[config.mk]
export PLATFORM = sky130hd
export DESIGN_NAME = flash_seq
export DESIGN_NICKNAME = d
export VERILOG_FILES = /design/src/rtl/flash_seq_pkg.sv /design/src/rtl/flash_seq_bus.sv /design/src/rtl/flash_seq_timer.sv /design/src/rtl/flash_seq.sv
export SDC_FILE = /design/constraint.sdc
export NUM_CORES = 1
export LEC_CHECK = 0
export BUFFER_PORTS_ARGS = -buffer_cell sky130_fd_sc_hd__buf_2
export CORE_MARGIN = 1.5
export CORE_UTILIZATION = 56
export CTS_BUF_LIST = sky130_fd_sc_hd__clkbuf_16
export DETAILED_ROUTE_END_ITERATION = 16
export GPL_ROUTABILITY_DRIVEN = 0
export PLACE_DENSITY = 0.8
export SKIP_LAST_GASP = 1
export SYNTH_ARGS = -nofsm -noshare
export SYNTH_HDL_FRONTEND = slang
export SYNTH_SLANG_ARGS = --single-unit
export TNS_END_PERCENT = 20
[constraint.sdc]
create_clock -name clk -period 2.9 [get_ports clk]
set_input_delay 0.435 -clock clk [delete_from_list [all_inputs] [get_ports clk]]
set_output_delay 0.435 -clock clk [all_outputs]
set_load 0.02 [all_outputs]
[src/rtl/flash_seq_pkg.sv]
package flash_seq_pkg;
  typedef enum logic [1:0] {OP_PROG = 2'd0, OP_SECT = 2'd1, OP_BLOCK = 2'd2, OP_CHIP = 2'd3} op_t;
  typedef enum logic [2:0] {S_IDLE, S_WR, S_WRW, S_RD, S_RDW} st_t;
  typedef enum logic [2:0] {B_IDLE, B_SU, B_WP, B_HD, B_RD} bst_t;
  localparam logic [15:0] UNLK_A = 16'h5555;
  localparam logic [15:0] UNLK_B = 16'h2AAA;
endpackage

[src/rtl/flash_seq_bus.sv]
module flash_seq_bus #(
  parameter int AW = 20,
  parameter int DW = 16,
  parameter int T_SU = 2,
  parameter int T_WP = 3,
  parameter int T_HD = 1,
  parameter int T_ACC = 2
) (
  input  logic          clk,
  input  logic          rst_n,
  input  logic          wr_go,
  input  logic          rd_go,
  input  logic [AW-1:0] addr,
  input  logic [DW-1:0] wdata,
  output logic          cyc_done,
  output logic [DW-1:0] rdata,
  output logic [AW-1:0] fl_addr,
  output logic [DW-1:0] fl_dout,
  input  logic [DW-1:0] fl_din,
  output logic          fl_dq_oe,
  output logic          fl_ce_n,
  output logic          fl_we_n,
  output logic          fl_oe_n
);
  import flash_seq_pkg::*;

  localparam int TMAX = (T_SU > T_WP ? T_SU : T_WP) > (T_HD > T_ACC ? T_HD : T_ACC)
                        ? (T_SU > T_WP ? T_SU : T_WP) : (T_HD > T_ACC ? T_HD : T_ACC);
  localparam int CW = $clog2(TMAX + 1);

  bst_t          bst;
  logic [CW-1:0] cnt;
  wire           cnt_zero = (cnt == '0);

  always_ff @(posedge clk or negedge rst_n) begin
    if (!rst_n) begin
      bst <= B_IDLE;
      cnt <= '0;
      cyc_done <= 1'b0;
      rdata <= '0;
      fl_addr <= '0;
      fl_dout <= '0;
    end else begin
      cyc_done <= 1'b0;
      case (bst)
        B_IDLE: begin
          if (wr_go) begin
            fl_addr <= addr;
            fl_dout <= wdata;
            cnt <= CW'(T_SU - 1);
            bst <= B_SU;
          end else if (rd_go) begin
            fl_addr <= addr;
            cnt <= CW'(T_ACC - 1);
            bst <= B_RD;
          end
        end
        B_SU: if (cnt_zero) begin cnt <= CW'(T_WP - 1); bst <= B_WP; end else cnt <= cnt - 1'b1;
        B_WP: if (cnt_zero) begin cnt <= CW'(T_HD - 1); bst <= B_HD; end else cnt <= cnt - 1'b1;
        B_HD: if (cnt_zero) begin bst <= B_IDLE; cyc_done <= 1'b1; end else cnt <= cnt - 1'b1;
        B_RD: if (cnt_zero) begin
                rdata <= fl_din;
                bst <= B_IDLE;
                cyc_done <= 1'b1;
              end else cnt <= cnt - 1'b1;
        default: bst <= B_IDLE;
      endcase
    end
  end

  assign fl_ce_n  = (bst == B_IDLE);
  assign fl_we_n  = (bst != B_WP);
  assign fl_oe_n  = (bst != B_RD);
  assign fl_dq_oe = (bst == B_SU) || (bst == B_WP) || (bst == B_HD);

  AST_WE_NEEDS_CE: assert property (@(posedge clk) disable iff (!rst_n) !fl_we_n |-> !fl_ce_n);
  AST_ADDR_STABLE: assert property (@(posedge clk) disable iff (!rst_n)
    (!fl_we_n && $past(!fl_we_n)) |-> $stable(fl_addr));
  AST_NO_OE_WE: assert property (@(posedge clk) disable iff (!rst_n) !(!fl_oe_n && !fl_we_n));
  AST_OE_NEEDS_CE: assert property (@(posedge clk) disable iff (!rst_n) !fl_oe_n |-> !fl_ce_n);
endmodule

[src/rtl/flash_seq_timer.sv]
module flash_seq_timer #(
  parameter int TW = 24
) (
  input  logic          clk,
  input  logic          rst_n,
  input  logic          start,
  input  logic [TW-1:0] limit,
  output logic          expired
);
  logic [TW-1:0] cnt;
  wire           at_max = (cnt == {TW{1'b1}});

  always_ff @(posedge clk or negedge rst_n) begin
    if (!rst_n) cnt <= '0;
    else if (start) cnt <= '0;
    else if (!at_max) cnt <= cnt + 1'b1;
  end

  assign expired = (cnt >= limit);

  AST_TMR_NO_WRAP: assert property (@(posedge clk) disable iff (!rst_n)
    ($past(at_max) && !$past(start)) |-> at_max);
endmodule

[src/rtl/flash_seq.sv]
module flash_seq #(
  parameter int AW = 20,
  parameter int DW = 16,
  parameter int T_SU = 2,
  parameter int T_WP = 3,
  parameter int T_HD = 1,
  parameter int T_ACC = 2,
  parameter int CLK_MHZ = 200,
  parameter int PROG_US = 20,
  parameter int SECT_US = 25000,
  parameter int BLK_US = 25000,
  parameter int CHIP_US = 100000
) (
  input  logic          clk,
  input  logic          rst_n,
  input  logic          req_valid,
  output logic          req_ready,
  input  logic [1:0]    req_op,
  input  logic [AW-1:0] req_addr,
  input  logic [DW-1:0] req_data,
  input  logic          poll_mode,
  output logic          done,
  output logic          error,
  output logic [AW-1:0] fl_addr,
  output logic [DW-1:0] fl_dout,
  input  logic [DW-1:0] fl_din,
  output logic          fl_dq_oe,
  output logic          fl_ce_n,
  output logic          fl_we_n,
  output logic          fl_oe_n
);
  import flash_seq_pkg::*;

  localparam int TO_PROG = PROG_US * CLK_MHZ;
  localparam int TO_SECT = SECT_US * CLK_MHZ;
  localparam int TO_BLK  = BLK_US * CLK_MHZ;
  localparam int TO_CHIP = CHIP_US * CLK_MHZ;
  localparam int TO_M1   = TO_PROG > TO_SECT ? TO_PROG : TO_SECT;
  localparam int TO_M2   = TO_BLK > TO_CHIP ? TO_BLK : TO_CHIP;
  localparam int TO_MAX  = TO_M1 > TO_M2 ? TO_M1 : TO_M2;
  localparam int TW      = $clog2(TO_MAX + 2);

  function automatic logic [2:0] last_idx(op_t op);
    return (op == OP_PROG) ? 3'd3 : 3'd5;
  endfunction

  function automatic logic [AW-1:0] cmd_addr(op_t op, logic [2:0] i, logic [AW-1:0] a);
    if (i == last_idx(op)) return (op == OP_CHIP) ? AW'(UNLK_A) : a;
    return (i == 3'd1 || i == 3'd4) ? AW'(UNLK_B) : AW'(UNLK_A);
  endfunction

  function automatic logic [DW-1:0] cmd_data(op_t op, logic [2:0] i, logic [DW-1:0] d);
    if (i == last_idx(op)) begin
      case (op)
        OP_PROG:  return d;
        OP_SECT:  return DW'(8'h30);
        OP_BLOCK: return DW'(8'h50);
        default:  return DW'(8'h10);
      endcase
    end
    case (i)
      3'd0, 3'd3: return DW'(8'hAA);
      3'd1, 3'd4: return DW'(8'h55);
      default:    return (op == OP_PROG) ? DW'(8'hA0) : DW'(8'h80);
    endcase
  endfunction

  function automatic logic [TW-1:0] op_limit(op_t op);
    case (op)
      OP_PROG:  return TW'(TO_PROG);
      OP_SECT:  return TW'(TO_SECT);
      OP_BLOCK: return TW'(TO_BLK);
      default:  return TW'(TO_CHIP);
    endcase
  endfunction

  st_t           st;
  op_t           op_q;
  logic [AW-1:0] addr_q;
  logic [DW-1:0] data_q;
  logic [2:0]    idx;
  logic          mode_q, first_rd, prev6;
  logic          bus_done, tmr_exp;
  logic [DW-1:0] bus_rdata;

  wire accept     = (st == S_IDLE) && req_valid;
  wire wr_go      = (st == S_WR);
  wire rd_go      = (st == S_RD);
  wire seq_last   = (st == S_WRW) && bus_done && (idx == last_idx(op_q));
  wire exp7       = (op_q == OP_PROG) ? data_q[7] : 1'b1;
  wire rd_end     = (st == S_RDW) && bus_done;
  wire poll_hit   = mode_q ? (!first_rd && (bus_rdata[6] == prev6)) : (bus_rdata[7] == exp7);
  wire timed_out  = rd_end && !poll_hit && tmr_exp;

  assign req_ready = (st == S_IDLE);

  always_ff @(posedge clk or negedge rst_n) begin
    if (!rst_n) begin
      st <= S_IDLE;
      op_q <= OP_PROG;
      addr_q <= '0;
      data_q <= '0;
      idx <= '0;
      mode_q <= 1'b0;
      first_rd <= 1'b1;
      prev6 <= 1'b0;
      done <= 1'b0;
      error <= 1'b0;
    end else begin
      done <= 1'b0;
      error <= 1'b0;
      case (st)
        S_IDLE: if (accept) begin
          op_q <= op_t'(req_op);
          addr_q <= req_addr;
          data_q <= req_data;
          mode_q <= poll_mode;
          idx <= '0;
          first_rd <= 1'b1;
          st <= S_WR;
        end
        S_WR:  st <= S_WRW;
        S_WRW: if (bus_done) begin
          if (seq_last) st <= S_RD;
          else begin idx <= idx + 1'b1; st <= S_WR; end
        end
        S_RD:  st <= S_RDW;
        S_RDW: if (rd_end) begin
          prev6 <= bus_rdata[6];
          first_rd <= 1'b0;
          if (poll_hit) begin done <= 1'b1; st <= S_IDLE; end
          else if (timed_out) begin error <= 1'b1; st <= S_IDLE; end
          else st <= S_RD;
        end
        default: st <= S_IDLE;
      endcase
    end
  end

  flash_seq_bus #(.AW(AW), .DW(DW), .T_SU(T_SU), .T_WP(T_WP), .T_HD(T_HD), .T_ACC(T_ACC)) u_bus (
    .clk(clk), .rst_n(rst_n), .wr_go(wr_go), .rd_go(rd_go),
    .addr(rd_go ? addr_q : cmd_addr(op_q, idx, addr_q)),
    .wdata(cmd_data(op_q, idx, data_q)),
    .cyc_done(bus_done), .rdata(bus_rdata),
    .fl_addr(fl_addr), .fl_dout(fl_dout), .fl_din(fl_din), .fl_dq_oe(fl_dq_oe),
    .fl_ce_n(fl_ce_n), .fl_we_n(fl_we_n), .fl_oe_n(fl_oe_n)
  );

  flash_seq_timer #(.TW(TW)) u_tmr (
    .clk(clk), .rst_n(rst_n), .start(seq_last), .limit(op_limit(op_q)), .expired(tmr_exp)
  );

  AST_READY_BUS_QUIET: assert property (@(posedge clk) disable iff (!rst_n) req_ready |-> fl_ce_n);
  AST_READ_AFTER_SEQ: assert property (@(posedge clk) disable iff (!rst_n) !fl_oe_n |-> (st == S_RDW));
  AST_DONE_ERR_EXCL: assert property (@(posedge clk) disable iff (!rst_n) !(done && error));
  AST_END_TO_READY: assert property (@(posedge clk) disable iff (!rst_n) (done || error) |-> req_ready);
endmodule

==> out/results.tsv <==
stage	metric	value	unit
timing	Final setup violation count	0	
floorplan	Core ar.	10200	µm²
cts	post-CTS sizing	0	
logic_synthesis	Post-synth EDFFs	0	
floorplan	chip height	105	µm
cts	clock buffer depth	2	
timing	fmax	373	MHz
timing	Final Max Tran Viols	0	
global_routing	total track usage	26.2	%
floorplan	die area	11100	µm²
worst_setup_path	critical path arrival	3.00	ns
global_routing	vias in the first global route	4742	
drt	Avg WL per Cell	17.1	µm
drt	Via-to-Cell Ratio	5.78	
worst_setup_path	worst-path cell chain	inv_1 -> ha_1 -> inv_1 -> ha_1 -> nand2_1 -> a22oi_1 -> a2111oi_0 -> a211oi_1 -> o22ai_1	
cells_and_area	ANT cells	0	
floorplan	die span in x	105	µm
cts	clock sinks	118	
placement	Setup WS pre-CTS	0.216	ns
outcome	status	complete, no violations	
cts	Hold Buf Count CTS	0	
cells_and_area	number of fill cells in the layout	740	
logic_synthesis	Mapped Nets	647	
timing	RSZ-0062 raised after global routing	yes	
timing	post-route clock period utilization	92.4	%
drt	remaining antenna violation count after routing	0	
timing	relative slew slack	52.8	%
placement	DP Wirelength	9.05	mm
power	Leak	3.46	nW
logic_synthesis	share of the synthesized area in the top cell type	49.9	%
worst_setup_path	Max stage delay cell, worst path	a2111oi_0	
worst_setup_path	worst flop-to-flop path endpoint	st[1]	
logic_synthesis	Yosys warning count	0	
worst_setup_path	RR Startpoint	op_q[1]	
drt	drt pass-1 iters	4	
worst_setup_path	CP required	3.22	ns
timing	worst slew pin tran	0.708	ns
floorplan	num ports	101	
worst_setup_path	Startpoint Class	flop	
logic_synthesis	Post-synth top cells	117 x dfrtp_1, 73 x nand2_1, 48 x nor2_1	
logic_synthesis	post-synthesis sequential area ratio	50.4	%
drt	DR iter-0 viols	362	
floorplan	Rows	37	
cells_and_area	Final #Nets	735	
worst_setup_path	Critical path origin	op_q[1]	
drt	residual DRC count	0	
timing	setup ws final	0.219	ns
logic_synthesis	average size of a mapped cell	10.4	µm²
power	Peak supply drop	0.427	mV
run	max_cap viols	0	
worst_setup_path	CP Depth	9	
cts	CTS tree	yes	
timing	fin crit period	2.68	ns
worst_setup_path	CP endpoint kind	flop	
timing	Hold Fails Final Rpt	0	
global_routing	grt ovf	0	
global_routing	largest net degree at the start of global routing	55	
cts	Root Buffer	clkbuf_16	
worst_setup_path	R2R setup slack	0.22	ns
power	pwr/cell area	555	nW/µm²
worst_setup_path	delay of the slowest critical-path stage	0.63	ns
floorplan	initial core utilization	57.3	%
global_routing	antenna violations before repair	0	
cells_and_area	final cell count without fillers	801	
logic_synthesis	Synth cell types	60	
cts	Setup Fix Bufs, Post-CTS	0	
worst_setup_path	Crit Path Max Fanout	6	
cells_and_area	Area growth syn-to-layout	20.5	%
cts	Worst-path clk slew	0.06	ns
logic_synthesis	register bit total from synthesis	118	
logic_synthesis	Area contributors post-synth	dfrtp_1 50%, mux2_2 7.9%, ha_1 5.3%	
timing	Setup Skew	0.00949	ns
cts	Clock Latency Late Sink	0.41	ns
logic_synthesis	Mapped Cells	564	
worst_setup_path	Worst Path Class, Setup	reg -> reg	
logic_synthesis	most area-hungry cell type in the Yosys netlist	dfrtp_1	
cells_and_area	layout cells sized above 1	27.5	%
logic_synthesis	asr flop ratio synth	100	%
cts	Inserted Clock Buffers	17	
worst_setup_path	worst setup path end	st[1]	
drt	vias	4630	
drt	drt total wl	13.7	mm
worst_hold_path	hold crit path type	in -> async	
placement	Port Buffers	86	
placement	cell count after placement	769	
logic_synthesis	Syn Std Cell Area	5870	µm²
logic_synthesis	Post-synth top flop	dfrtp_1	
worst_setup_path	Crit path max-delay family	compound AO/OA/AOI/OAI gates	
worst_setup_path	worst r2r path cells	9	
logic_synthesis	top-count cell post-synth	dfrtp_1	
worst_setup_path	worst path bufs/invs	2	
global_routing	first-pass GRT wire length	22.9	mm
cts	H-tree levels	4	
==> how the worst min path moves through the flow <==
stage | startpoint | endpoint | slack [ns]
floorplan | rst_n | addr_q[0] | 0.14
global route | rst_n | u_tmr.cnt[22] | 0.13
global placement | u_bus.fl_addr[6] | u_bus.fl_addr[6] | 0.45
CTS | rst_n | u_tmr.cnt[23] | 0.09
finish | rst_n | u_tmr.cnt[22] | 0.07
detailed placement | u_bus.fl_addr[14] | u_bus.fl_addr[14] | 0.45
==> worst register-to-register path, cell delays in order (launching register included) <==
cell and delay [ns]:
dfrtp_1 0.45, inv_1 0.10, ha_1 0.32, inv_1 0.20
ha_1 0.28, nand2_1 0.09, a22oi_1 0.09, a2111oi_0 0.63
a211oi_1 0.21, o22ai_1 0.22
==> per-stage QoR <==
step                      utilization [%]  setup TNS (ns)  power [W]  cell area, µm²  hold WS (ns)
after floorplan                         -               0    0.00168            5870         0.139
final                                69.1               0    0.00392            7070        0.0672
after CTS                            69.0               0    0.00394            7060        0.0930
after global placement               62.9               0    0.00174            6440         0.448
after detailed placement             62.9               0    0.00174            6440         0.451
after global routing                 69.1         -0.0140    0.00402            7070         0.127
==> cells in the final DEF (no fill, tap or decap), drive strengths merged, types with 9 or more instances in the layout <==
cell,instances
ha,25
nand3,10
nand4,12
nor3,9
clkbuf,17
mux2,41
nand2,73
buf,95
o21ai,31
inv,20
xnor2,18
a21oi,35
dfrtp,117
nor2,48
a22o,9
==> cells by family (layout without fill, tap and decap cells) <==
logic type	after synthesis	after routing	share of synthesized area [%]
and+or+nand+nor	198	198	16.8
muxes	45	45	8.55
AOI/OAI and AO/OA	115	115	12.6
buffers and inverters	42	143	3.14
DFF	118	118	50.4
xor gates and xnor gates	21	21	3.14
adders and majority gates	25	25	5.33
==> layout make-up <==
type / instances / area, µm² / area share, %
Tap cell: 136 / 170 / 2.41
Timing Repair Buffer: 95 / 526 / 7.44
Clock inverter: 15 / 198 / 2.80
Inverter: 16 / 60.1 / 0.850
Clock buffer: 17 / 425 / 6.02
Sequential cell: 118 / 2950 / 41.8
Multi-Input combinational cell: 404 / 2730 / 38.7
==> metal layers <==
layer | up-vias | track usage [%] | routed length, µm
met5 | - | 0 | 0
met4 | 0 | 11.2 | 244
met3 | 23 | 6.99 | 832
met2 | 147 | 42.8 | 6700
met1 | 2287 | 33.0 | 5890
li1 | 2173 | - | -
==> power by group <==
group	internal, W	switching [W]	total [W]
combinational	0.0000243	0.0000397	0.0000640
clock	0.00138	0.000832	0.00221
sequential	0.00165	0	0.00165
==> sequential cells by signal, summed over array words and instances (netlist names) <==
name and cells:
addr_q 20, data_q 16, done 1, error 1, first_rd 1, idx 3
mode_q 1, op_q 2, prev6 1, st 3, u_bus.bst 3, u_bus.cnt 2
u_bus.cyc_done 1, u_bus.fl_addr 20, u_bus.fl_dout 16, u_bus.rdata 2, u_tmr.cnt 25
Power figures use the tool's default switching activity.
